[src/rtl/svcwd_pkg.sv]
package svcwd_pkg;

  localparam int REG_W  = 16;
  localparam int ADDR_W = 4;
  localparam int TO_W   = 8;

  localparam logic [ADDR_W-1:0] ADDR_CTRL = 4'h0;
  localparam logic [ADDR_W-1:0] ADDR_SVC  = 4'h2;
  localparam logic [ADDR_W-1:0] ADDR_STAT = 4'h4;
  localparam logic [ADDR_W-1:0] ADDR_MISC = 4'h8;

  localparam logic [REG_W-1:0] KEY_FIRST  = 16'h5555;
  localparam logic [REG_W-1:0] KEY_SECOND = 16'hAAAA;

  // Strobes from control to datapath for a single cycle
  typedef struct packed {
    logic            start;    // run bit set for the first time
    logic            reload;   // valid unlock pair completed
    logic [TO_W-1:0] loadVal;  // value to load on start or reload
  } strobe_t;

  // Settings held in control, used by datapath
  typedef struct packed {
    logic enabled;
    logic lpPause;
    logic pdEn;
  } cfg_t;

endpackage

[src/rtl/svcwd_ctrl.sv]
module svcwd_ctrl
  import svcwd_pkg::*;
#(
  parameter int SRS_WINDOW = 2
) (
  input  logic              clk,
  input  logic              porN,
  input  logic              rstN,
  input  logic              regWrite,
  input  logic [ADDR_W-1:0] regAddr,
  input  logic [REG_W-1:0]  regWdata,
  output logic [REG_W-1:0]  regRdata,
  input  logic              expirePulse,
  output cfg_t              cfg,
  output strobe_t           stb,
  output logic              intRstReq,
  output logic              extRstN
);

  localparam int WIN_W = $clog2(SRS_WINDOW + 1);
  localparam logic [WIN_W-1:0] WIN_LOAD = WIN_W'(SRS_WINDOW);

  logic [TO_W-1:0]  timeoutVal;
  logic             toSel;
  logic             enBit;
  logic             lpBit;
  logic             lpLocked;
  logic             extAssert;
  logic             pdEn;
  logic             armed;
  logic [WIN_W-1:0] srsCnt;
  logic             intReq;
  logic             extTimedOut;
  logic             causeTimeout;
  logic [2:0]       unusedWdata;

  logic wrCtrl, wrSvc, wrMisc, srsWrite, srsFire;

  assign wrCtrl   = regWrite && (regAddr == ADDR_CTRL);
  assign wrSvc    = regWrite && (regAddr == ADDR_SVC);
  assign wrMisc   = regWrite && (regAddr == ADDR_MISC);
  assign srsWrite = wrCtrl && !regWdata[4];
  assign srsFire  = srsWrite && (srsCnt != '0);

  assign unusedWdata = {regWdata[7:6], regWdata[1]};

  always_comb begin
    stb.start   = wrCtrl && regWdata[2] && !enBit;
    stb.reload  = wrSvc && (regWdata == KEY_SECOND) && armed;
    stb.loadVal = stb.start ? regWdata[15:8] : timeoutVal;
  end

  always_comb begin
    cfg.enabled = enBit;
    cfg.lpPause = lpBit;
    cfg.pdEn    = pdEn;
  end

  always_ff @(posedge clk or negedge rstN) begin
    if (!rstN) begin
      timeoutVal  <= '0;
      toSel       <= 1'b0;
      enBit       <= 1'b0;
      lpBit       <= 1'b0;
      lpLocked    <= 1'b0;
      extAssert   <= 1'b0;
      pdEn        <= 1'b1;
      armed       <= 1'b0;
      srsCnt      <= '0;
      intReq      <= 1'b0;
      extTimedOut <= 1'b0;
    end else begin
      if (wrCtrl) begin
        timeoutVal <= regWdata[15:8];
        toSel      <= regWdata[3];
        extAssert  <= !regWdata[5];
        if (regWdata[2]) enBit <= 1'b1;
        if (!lpLocked) begin
          lpBit    <= regWdata[0];
          lpLocked <= 1'b1;
        end
      end
      if (regWrite) armed <= wrSvc && (regWdata == KEY_FIRST);
      if (srsWrite && (srsCnt == '0)) srsCnt <= WIN_LOAD;
      else if (srsCnt != '0)          srsCnt <= srsCnt - WIN_W'(1);
      if (wrMisc && !regWdata[0]) pdEn <= 1'b0;
      if (srsFire || (expirePulse && !toSel)) intReq <= 1'b1;
      if (expirePulse && toSel) extTimedOut <= 1'b1;
    end
  end

  // Cause flag lives in the power-on domain only
  always_ff @(posedge clk or negedge porN) begin
    if (!porN) begin
      causeTimeout <= 1'b0;
    end else if (!intReq) begin
      if (expirePulse && !toSel) causeTimeout <= 1'b1;
      else if (srsFire)          causeTimeout <= 1'b0;
    end
  end

  assign intRstReq = intReq;
  assign extRstN   = !(extAssert || extTimedOut);

  always_comb begin
    case (regAddr)
      ADDR_CTRL: regRdata = {timeoutVal, 2'b00, !extAssert, 1'b1, toSel, enBit, 1'b0, lpBit};
      ADDR_STAT: regRdata = {14'd0, causeTimeout, 1'b0};
      ADDR_MISC: regRdata = {15'd0, pdEn};
      default:   regRdata = '0;
    endcase
  end

endmodule

[src/rtl/svcwd_datapath.sv]
module svcwd_datapath
  import svcwd_pkg::*;
#(
  parameter int TICK_DIV  = 16384,
  parameter int PD_CYCLES = 524288
) (
  input  logic    clk,
  input  logic    rstN,
  input  logic    lowPower,
  input  cfg_t    cfg,
  input  strobe_t stb,
  output logic    expirePulse,
  output logic    pdIntN
);

  localparam int PRE_W = (TICK_DIV > 1) ? $clog2(TICK_DIV) : 1;
  localparam int PD_W  = (PD_CYCLES > 1) ? $clog2(PD_CYCLES) : 1;
  localparam logic [PRE_W-1:0] PRE_LAST = PRE_W'(TICK_DIV - 1);
  localparam logic [PD_W-1:0]  PD_LAST  = PD_W'(PD_CYCLES - 1);

  logic [PRE_W-1:0] pre;
  logic [TO_W-1:0]  cnt;
  logic             fired;
  logic             pdRun;
  logic             pdPulse;
  logic [PD_W-1:0]  pdCnt;

  logic paused, running, tick, loadNow;

  assign paused  = lowPower && cfg.lpPause;
  assign running = cfg.enabled && !fired && !paused;
  assign tick    = running && (pre == PRE_LAST);
  assign loadNow = stb.start || stb.reload;

  // Half-second prescaler and timeout down-counter
  always_ff @(posedge clk or negedge rstN) begin
    if (!rstN) begin
      pre         <= '0;
      cnt         <= '0;
      fired       <= 1'b0;
      expirePulse <= 1'b0;
    end else begin
      expirePulse <= 1'b0;
      if (loadNow && !fired) begin
        cnt <= stb.loadVal;
        pre <= '0;
      end else if (running) begin
        if (tick) begin
          pre <= '0;
          if (cnt == '0) begin
            fired       <= 1'b1;
            expirePulse <= 1'b1;
          end else begin
            cnt <= cnt - TO_W'(1);
          end
        end else begin
          pre <= pre + PRE_W'(1);
        end
      end
    end
  end

  // One-shot power-down counter
  always_ff @(posedge clk or negedge rstN) begin
    if (!rstN) begin
      pdRun   <= 1'b1;
      pdCnt   <= '0;
      pdPulse <= 1'b0;
    end else begin
      pdPulse <= 1'b0;
      if (pdRun) begin
        if (!cfg.pdEn) begin
          pdRun <= 1'b0;
        end else if (pdCnt == PD_LAST) begin
          pdPulse <= 1'b1;
          pdRun   <= 1'b0;
        end else begin
          pdCnt <= pdCnt + PD_W'(1);
        end
      end
    end
  end

  assign pdIntN = !pdPulse;

endmodule

[src/rtl/svc_watchdog.sv]
module svc_watchdog
  import svcwd_pkg::*;
#(
  parameter int TICK_DIV   = 16384,
  parameter int PD_CYCLES  = 524288,
  parameter int SRS_WINDOW = 2
) (
  input  logic              clk,
  input  logic              porN,
  input  logic              sysRstN,
  input  logic              regWrite,
  input  logic [ADDR_W-1:0] regAddr,
  input  logic [REG_W-1:0]  regWdata,
  output logic [REG_W-1:0]  regRdata,
  input  logic              lowPower,
  output logic              intRstReq,
  output logic              extRstN,
  output logic              pdIntN
);

  logic    rstN;
  cfg_t    cfg;
  strobe_t stb;
  logic    expirePulse;

  assign rstN = porN && sysRstN;

  svcwd_ctrl #(.SRS_WINDOW(SRS_WINDOW)) u_ctrl (
    .clk(clk), .porN(porN), .rstN(rstN),
    .regWrite(regWrite), .regAddr(regAddr), .regWdata(regWdata), .regRdata(regRdata),
    .expirePulse(expirePulse), .cfg(cfg), .stb(stb),
    .intRstReq(intRstReq), .extRstN(extRstN)
  );

  svcwd_datapath #(.TICK_DIV(TICK_DIV), .PD_CYCLES(PD_CYCLES)) u_dp (
    .clk(clk), .rstN(rstN), .lowPower(lowPower),
    .cfg(cfg), .stb(stb), .expirePulse(expirePulse), .pdIntN(pdIntN)
  );

endmodule

[config.mk]
export PLATFORM = sky130hd
export DESIGN_NAME = svc_watchdog
export DESIGN_NICKNAME = d
export VERILOG_FILES = /design/src/rtl/svcwd_pkg.sv /design/src/rtl/svcwd_ctrl.sv /design/src/rtl/svcwd_datapath.sv /design/src/rtl/svc_watchdog.sv
export SDC_FILE = /design/constraint.sdc
export NUM_CORES = 1
export LEC_CHECK = 0
export BUFFER_PORTS_ARGS = -buffer_cell sky130_fd_sc_hd__buf_2
export CORE_MARGIN = 10
export CORE_UTILIZATION = 30
export CTS_CLUSTER_SIZE = 24
export DETAILED_ROUTE_END_ITERATION = 6
export HOLD_SLACK_MARGIN = 0.15
export PLACE_DENSITY = 0.6
export SYNTH_ARGS = -nofsm -noshare
export SYNTH_HDL_FRONTEND = slang
export SYNTH_SLANG_ARGS = --single-unit
[constraint.sdc]
create_clock -name clk -period 2 [get_ports clk]
set_input_delay 0.2 -clock clk [delete_from_list [all_inputs] [get_ports clk]]
set_output_delay 0.2 -clock clk [all_outputs]
set_load 0.01 [all_outputs]
Word level (Yosys, flattened, before mapping)

Cells that the tools add are included.

Reductions and logical operators: 47
Muxes and demuxes: 23
Add/sub/neg operators: 4
Bitwise gates (word level): 4
Equality and inequality tests: 8

Operators by type and width:

| cell                                                  | count |
|---|---|
| case mux 16 bit (3 select lines)                      | 1 |
| 2-to-1 mux 14 bit                                     | 3 |
| 2-to-1 mux 8 bit                                      | 5 |
| logical AND 1 bit                                     | 20 |
| adder 19 x 1 -> 19 bit, second input constant         | 1 |
| equality test 19 bit, second input constant           | 1 |
| equality test 16 x 15 -> 1 bit, second input constant | 1 |
| equality test 16 bit, second input constant           | 1 |
| adder 14 x 1 -> 14 bit, second input constant         | 1 |
| equality test 14 bit, second input constant           | 1 |
| 2-to-1 mux 1 bit                                      | 12 |
| logical NOT 1 bit                                     | 10 |
| nonzero test 2 bit                                    | 5 |
| logical NOT 8 bit                                     | 1 |
| subtractor 8 x 1 -> 8 bit, second input constant      | 1 |
| AND reduction 2 bit                                   | 3 |
| AND reduction 3 bit                                   | 2 |
| equality test 4 x 2 -> 1 bit, second input constant   | 1 |
| equality test 4 x 3 -> 1 bit, second input constant   | 1 |
| equality test 4 bit, second input constant            | 1 |
| logical NOT 4 bit                                     | 1 |
| 2-to-1 mux 2 bit                                      | 2 |
| NOT 1 bit                                             | 4 |
| AND reduction 4 bit                                   | 1 |
| 4 further kinds                                       | 6 |

Word-level logic and storage cells: 105
Register bits after elaboration: 65
Input port bits: 25

Longest topological paths before layout

Depth in word-level cells: 8
Gate-level depth with buffers: 8
Depth with buffers taken out: 7

Modules after synthesis

From an unflattened synthesis, not the netlist that was laid out.

Cell total of the unflattened synthesis: 334
Area total of the unflattened synthesis: 3,485.8 um^2

Modules (own cells, without submodules):

| module         | cells each | times used | area each (um^2) |
|---|---|---|---|
| svcwd_datapath | 225        | 1          | 2,275.9 |
| svcwd_ctrl     | 108        | 1          | 1,203.7 |
| svc_watchdog   | 1          | 1          | 6.3 |

Worst setup path before layout

Ideal clock, no wire load.

Path type: register to register
Start: reg u_dp.cnt[4]
End: reg u_dp.cnt[1]
Cell stages (with the launch flop): 6
Arrival: 1,909 ps
Library setup time: 79 ps
Period minus slack after synthesis: 1,989 ps
Path slack: 11 ps
Cells stage by stage: dfrtp_1 or4_1 o41a_1 nand2_1 mux2_2 mux2i_1

Word-level cells in the longest chain between the ends: 3

RTL lines:

| element                                  | line                 | text |
|---|---|---|
| start: declaration                       | svcwd_datapath.sv:22 | `logic [TO_W-1:0] cnt;` |
| start signal: assignment                 | svcwd_datapath.sv:45 | `cnt <= stb.loadVal;` |
| start signal: assignment                 | svcwd_datapath.sv:54 | `cnt <= cnt - TO_W'(1);` |
| logical NOT 8 bit                        | svcwd_datapath.sv:50 | `if (cnt == '0) begin` |
| inequality test 2 x 1 -> 1 bit (no line) | n/a                  |  |
| AND reduction 3 bit (no line)            | n/a                  |  |

No other way between the ends.
A chain may end at the register's enable or synchronous reset.

Worst setup path after layout

Start: reg u_dp.cnt[4]
End: reg u_dp.cnt[4]

Word-level cells in the longest chain between the ends: 5

RTL lines:

| element                   | line                 | text |
|---|---|---|
| subtractor 8 x 1 -> 8 bit | svcwd_datapath.sv:54 |  |
| 2-to-1 mux 8 bit          | svcwd_datapath.sv:50 |  |
| 2-to-1 mux 8 bit          | svcwd_datapath.sv:48 | `if (tick) begin` |
| 2-to-1 mux 8 bit          | svcwd_datapath.sv:47 | `end else if (running) begin` |
| 2-to-1 mux 8 bit          | svcwd_datapath.sv:44 | `if (loadNow && !fired) begin` |

Parallel ways exist; a longest one is shown, timed or not. The select of a mux whose other input is x is not followed.

==> impl_summary.log <==
INFO  metric yosysWarningCount = 0
INFO  metric remaining_routing_drc_violations = 0
INFO  metric cts_root_buf = clkbuf_16
INFO  metric clock_tree.htree_level_count = 3
INFO  metric timing.critical_path.required = ~2.3 ns
INFO  metric yosysSeqAreaShare = 44.6%
INFO  metric yosys_most_used_dff = dfrtp_1
INFO  metric layout_worst_path_cycle_share = 98.8%
INFO  metric worst_setup_hold_path_clk_slew = 0.05 ns
INFO  metric path_class = flop to flop
INFO  metric synth_edf_count = 0
INFO  metric route.final.wire_length = a little under 9 mm
INFO  metric areaGrowthSynthToFinish = 25.2%
INFO  metric leakage = a little under 2 nW
INFO  metric ir_drop_worst_vdd = 494 µV
INFO  metric dr_total_vias = around 3000
INFO  metric cts_sinks = between 60 and 70
INFO  metric switching_power = approximately 810 µW
INFO  metric antenna_violations_before_repair = 0
INFO  metric critical_path.startpoint_type = flop
INFO  metric largest_net_degree_at_the_start_of_global_routing = between 60 and 70
INFO  metric hold_viol = 0
INFO  metric drive_above_1_share = 26.8%
INFO  metric dpl.cell_count = between 500 and 600
INFO  metric count_of_final_setup_violators = 0
INFO  metric tritoncts.num_buffers = 9
INFO  metric dr.pass1.iters = 4
INFO  metric design.portCount = 44
INFO  metric switching_share = between 20% and 30%
INFO  metric fp-row-count = 40
INFO  metric achievable-frequency = around 0.5 GHz
INFO  metric floorplan.core_area = 0.0120 mm²
INFO  metric syn_avg_cell_area = between 10 and 15 µm²
INFO  metric post_layout_nonfiller_instances = between 500 and 600
INFO  metric synth_largest_area_cell = dfrtp_1
INFO  metric setup_repair_after_global_routing_missed_its_margin = yes
INFO  metric synth.ff_latch_count = between 60 and 70
INFO  metric yosys.area.top_type_share = 43.2%
INFO  metric crit_path_arrival_time = between 2 and 2.5 ns
INFO  metric power_frac_clock = 44.7%
INFO  metric hp-class = input pin to async pin
INFO  metric ctsLongestPathBuffers = 2
INFO  metric count_of_maximum_capacitance_violations = 0
INFO  metric syn_area = roughly 0.0037 mm²
INFO  metric r2r_cells = 6
INFO  metric power.internal = about 2.5 mW
INFO  metric first_global_vias = slightly above 3000
INFO  metric dieArea = around 0.017 mm²
INFO  metric power_density = between 700 and 800 mW/mm²
INFO  metric outcome = complete, no violations
INFO  metric synthArstFlopShare = 100%
INFO  metric path_max_fanout = 6
INFO  metric worstSetupEndpointType = flop
INFO  metric cts_tree = done
INFO  metric floorplan.initialDensity = between 30% and 40%
INFO  metric route.detailed.wl_per_inst = roughly 15 µm
INFO  metric finish.net_count = 457
INFO  metric gp_congestion = roughly 0.86
INFO  metric diodes = 0
INFO  metric synthTopCellsByArea = dfrtp_1 (43%), mux2i_1 (5.5%), xnor2_1 (4.1%), nand4_1 (3.4%), mux2_2 (3.4%)
INFO  metric groute.usage.overall = 11.2%
INFO  metric dpl.hpwl = between 6 and 7 mm
INFO  metric slew_viol_final = 0
INFO  metric timing.slew.headroom = around 60%
INFO  metric ys_top_cells_by_count = dfrtp_1 (63), nor2_1 (22), mux2i_1 (20), nand4_1 (20), nand2_1 (19)
INFO  metric syn-instance-count = roughly 360
INFO  metric post-synth-top-count-cell = dfrtp_1
INFO  metric worst_pin_slew = ~0.59 ns
INFO  metric clock_skew = 0.00366 ns
INFO  metric power.share.sequential = ~45%
INFO  metric min_period = roughly 2.0 ns
INFO  metric floorplan.die.height = around 130 µm
INFO  metric die_w = about 130 µm
INFO  metric grt_overflow = 0
INFO  metric whs = roughly 0.17 ns
INFO  metric grt_first_pass_wirelength = between 15 and 20 mm
INFO  metric post_drt_via_cell_ratio = around 5.2
INFO  metric worst_skew_pair.late_latency = approximately 0.33 ns
INFO  metric p_comb_share = roughly 11%
INFO  metric placement.io_buffers = between 40 and 50
INFO  metric ys_types = 60
INFO  metric initialDrtViolationCount = approximately 180
INFO  metric detail-route-antenna-nets = 0
path summary, 6_finish.rpt:
check	end	start	slack, ns
hold / removal	u_ctrl.causeTimeout$_DFFE_PN0P_	porN	0.17
setup / recovery	u_dp.cnt[4]$_DFFE_PN0P_	u_dp.cnt[4]$_DFFE_PN0P_	0.02
max in group asynchronous	u_ctrl.pdEn$_DFFE_PN1P_	porN	1.12
hold reg to reg	u_dp.pdCnt[15]$_DFFE_PN0P_	u_dp.pdCnt[15]$_DFFE_PN0P_	0.47
min in group clk	u_ctrl.timeoutVal[6]$_DFFE_PN0N_	regWdata[14]	0.17
setup reg to reg	u_dp.cnt[4]$_DFFE_PN0P_	u_dp.cnt[4]$_DFFE_PN0P_	0.02
power groups by stage:
stage	Combinational (mW)	Clock [mW]	Sequential, mW
2_1_floorplan	0.224	0	1.46
3_3_place_gp	0.342	0	1.48
3_5_place_dp	0.349	0	1.48
4_1_cts	0.359	1.49	1.46
5_1_grt	0.399	1.56	1.47
6_report	0.353	1.47	1.46
placed cells by master, fill, tap and decap left out, types with 13 or more instances in the layout:
master / instances
dfrtp_1: 63
buf_2: 41
buf_4: 27
nor2_1: 22
mux2i_1: 20
nand4_1: 20
nand2_1: 17
xnor2_1: 17
inv_1: 14
nand3_1: 13
sequential cells by signal, indices dropped and copies added, names as in the netlist:
signal	flops
u_ctrl.armed	1
u_ctrl.causeTimeout	1
u_ctrl.enBit	1
u_ctrl.extAssert	1
u_ctrl.extTimedOut	1
u_ctrl.intRstReq	1
u_ctrl.lpBit	1
u_ctrl.lpLocked	1
u_ctrl.pdEn	1
u_ctrl.srsCnt	2
u_ctrl.timeoutVal	8
u_ctrl.toSel	1
u_dp.cnt	8
u_dp.expirePulse	1
u_dp.fired	1
u_dp.pdCnt	19
u_dp.pdPulse	1
u_dp.pdRun	1
u_dp.pre	14
metrics by stage:
step                total power, mW  instance area (µm²)  TNS (ns)  util [%]  setup WS [ns]
finish                         3.28                 4570         0      38.2         0.0233
global route                   3.42                 4570    -0.129      38.2        -0.0437
CTS                            3.31                 4530         0      37.8         0.0125
detailed placement             1.83                 4180    -0.217      34.9        -0.0586
global placement               1.82                 4180         0      34.9        0.00371
floorplan                      1.68                 3660         0         -         0.0114
layout make-up:
cell class	count	area, µm²
clock buffer	14	264
sequential	65	1630
tap	147	184
fill	1157	7390
inverter	14	52.6
timing repair buffer	77	528
clock inverter	2	12.5
multi-input combinational	261	1900
worst max-delay path, cell delays in order (launching register included):
cell	delay [ns]
dfrtp_1	0.38
or4_4	0.54
o41a_1	0.42
buf_4	0.18
nand4_1	0.10
a221oi_2	0.06
nor3b_1	0.20
cells by family (layout without fill, tap and decap cells):
group,Yosys count,after routing,share of synthesized area (%)
AOI/OAI and AO/OA,58,58,12.5
xor gates and xnor gates,24,24,5.76
adders and majority gates,4,4,1.37
buffers and inverters,34,107,4.35
DFF,65,65,44.6
muxes,31,31,8.88
other,1,2,0.103
and+or+nand+nor,142,142,22.4
routing by layer:
metal	track usage, %	wire (µm)	up-vias
met5	0	0	-
met4	4.83	150	0
met3	2.47	300	11
met2	17.5	4210	48
met1	14.5	4180	1480
li1	-	-	1453
what timing repair did:
action	in CTS	in global routing
hold buffers	6	0
pin swaps	0	2
buffers inserted	0	3
gates resized for setup	3	5
setup endpoints to repair	10	11
endpoints found under the hold margin	67	0
(Power assumes the default switching activity.)
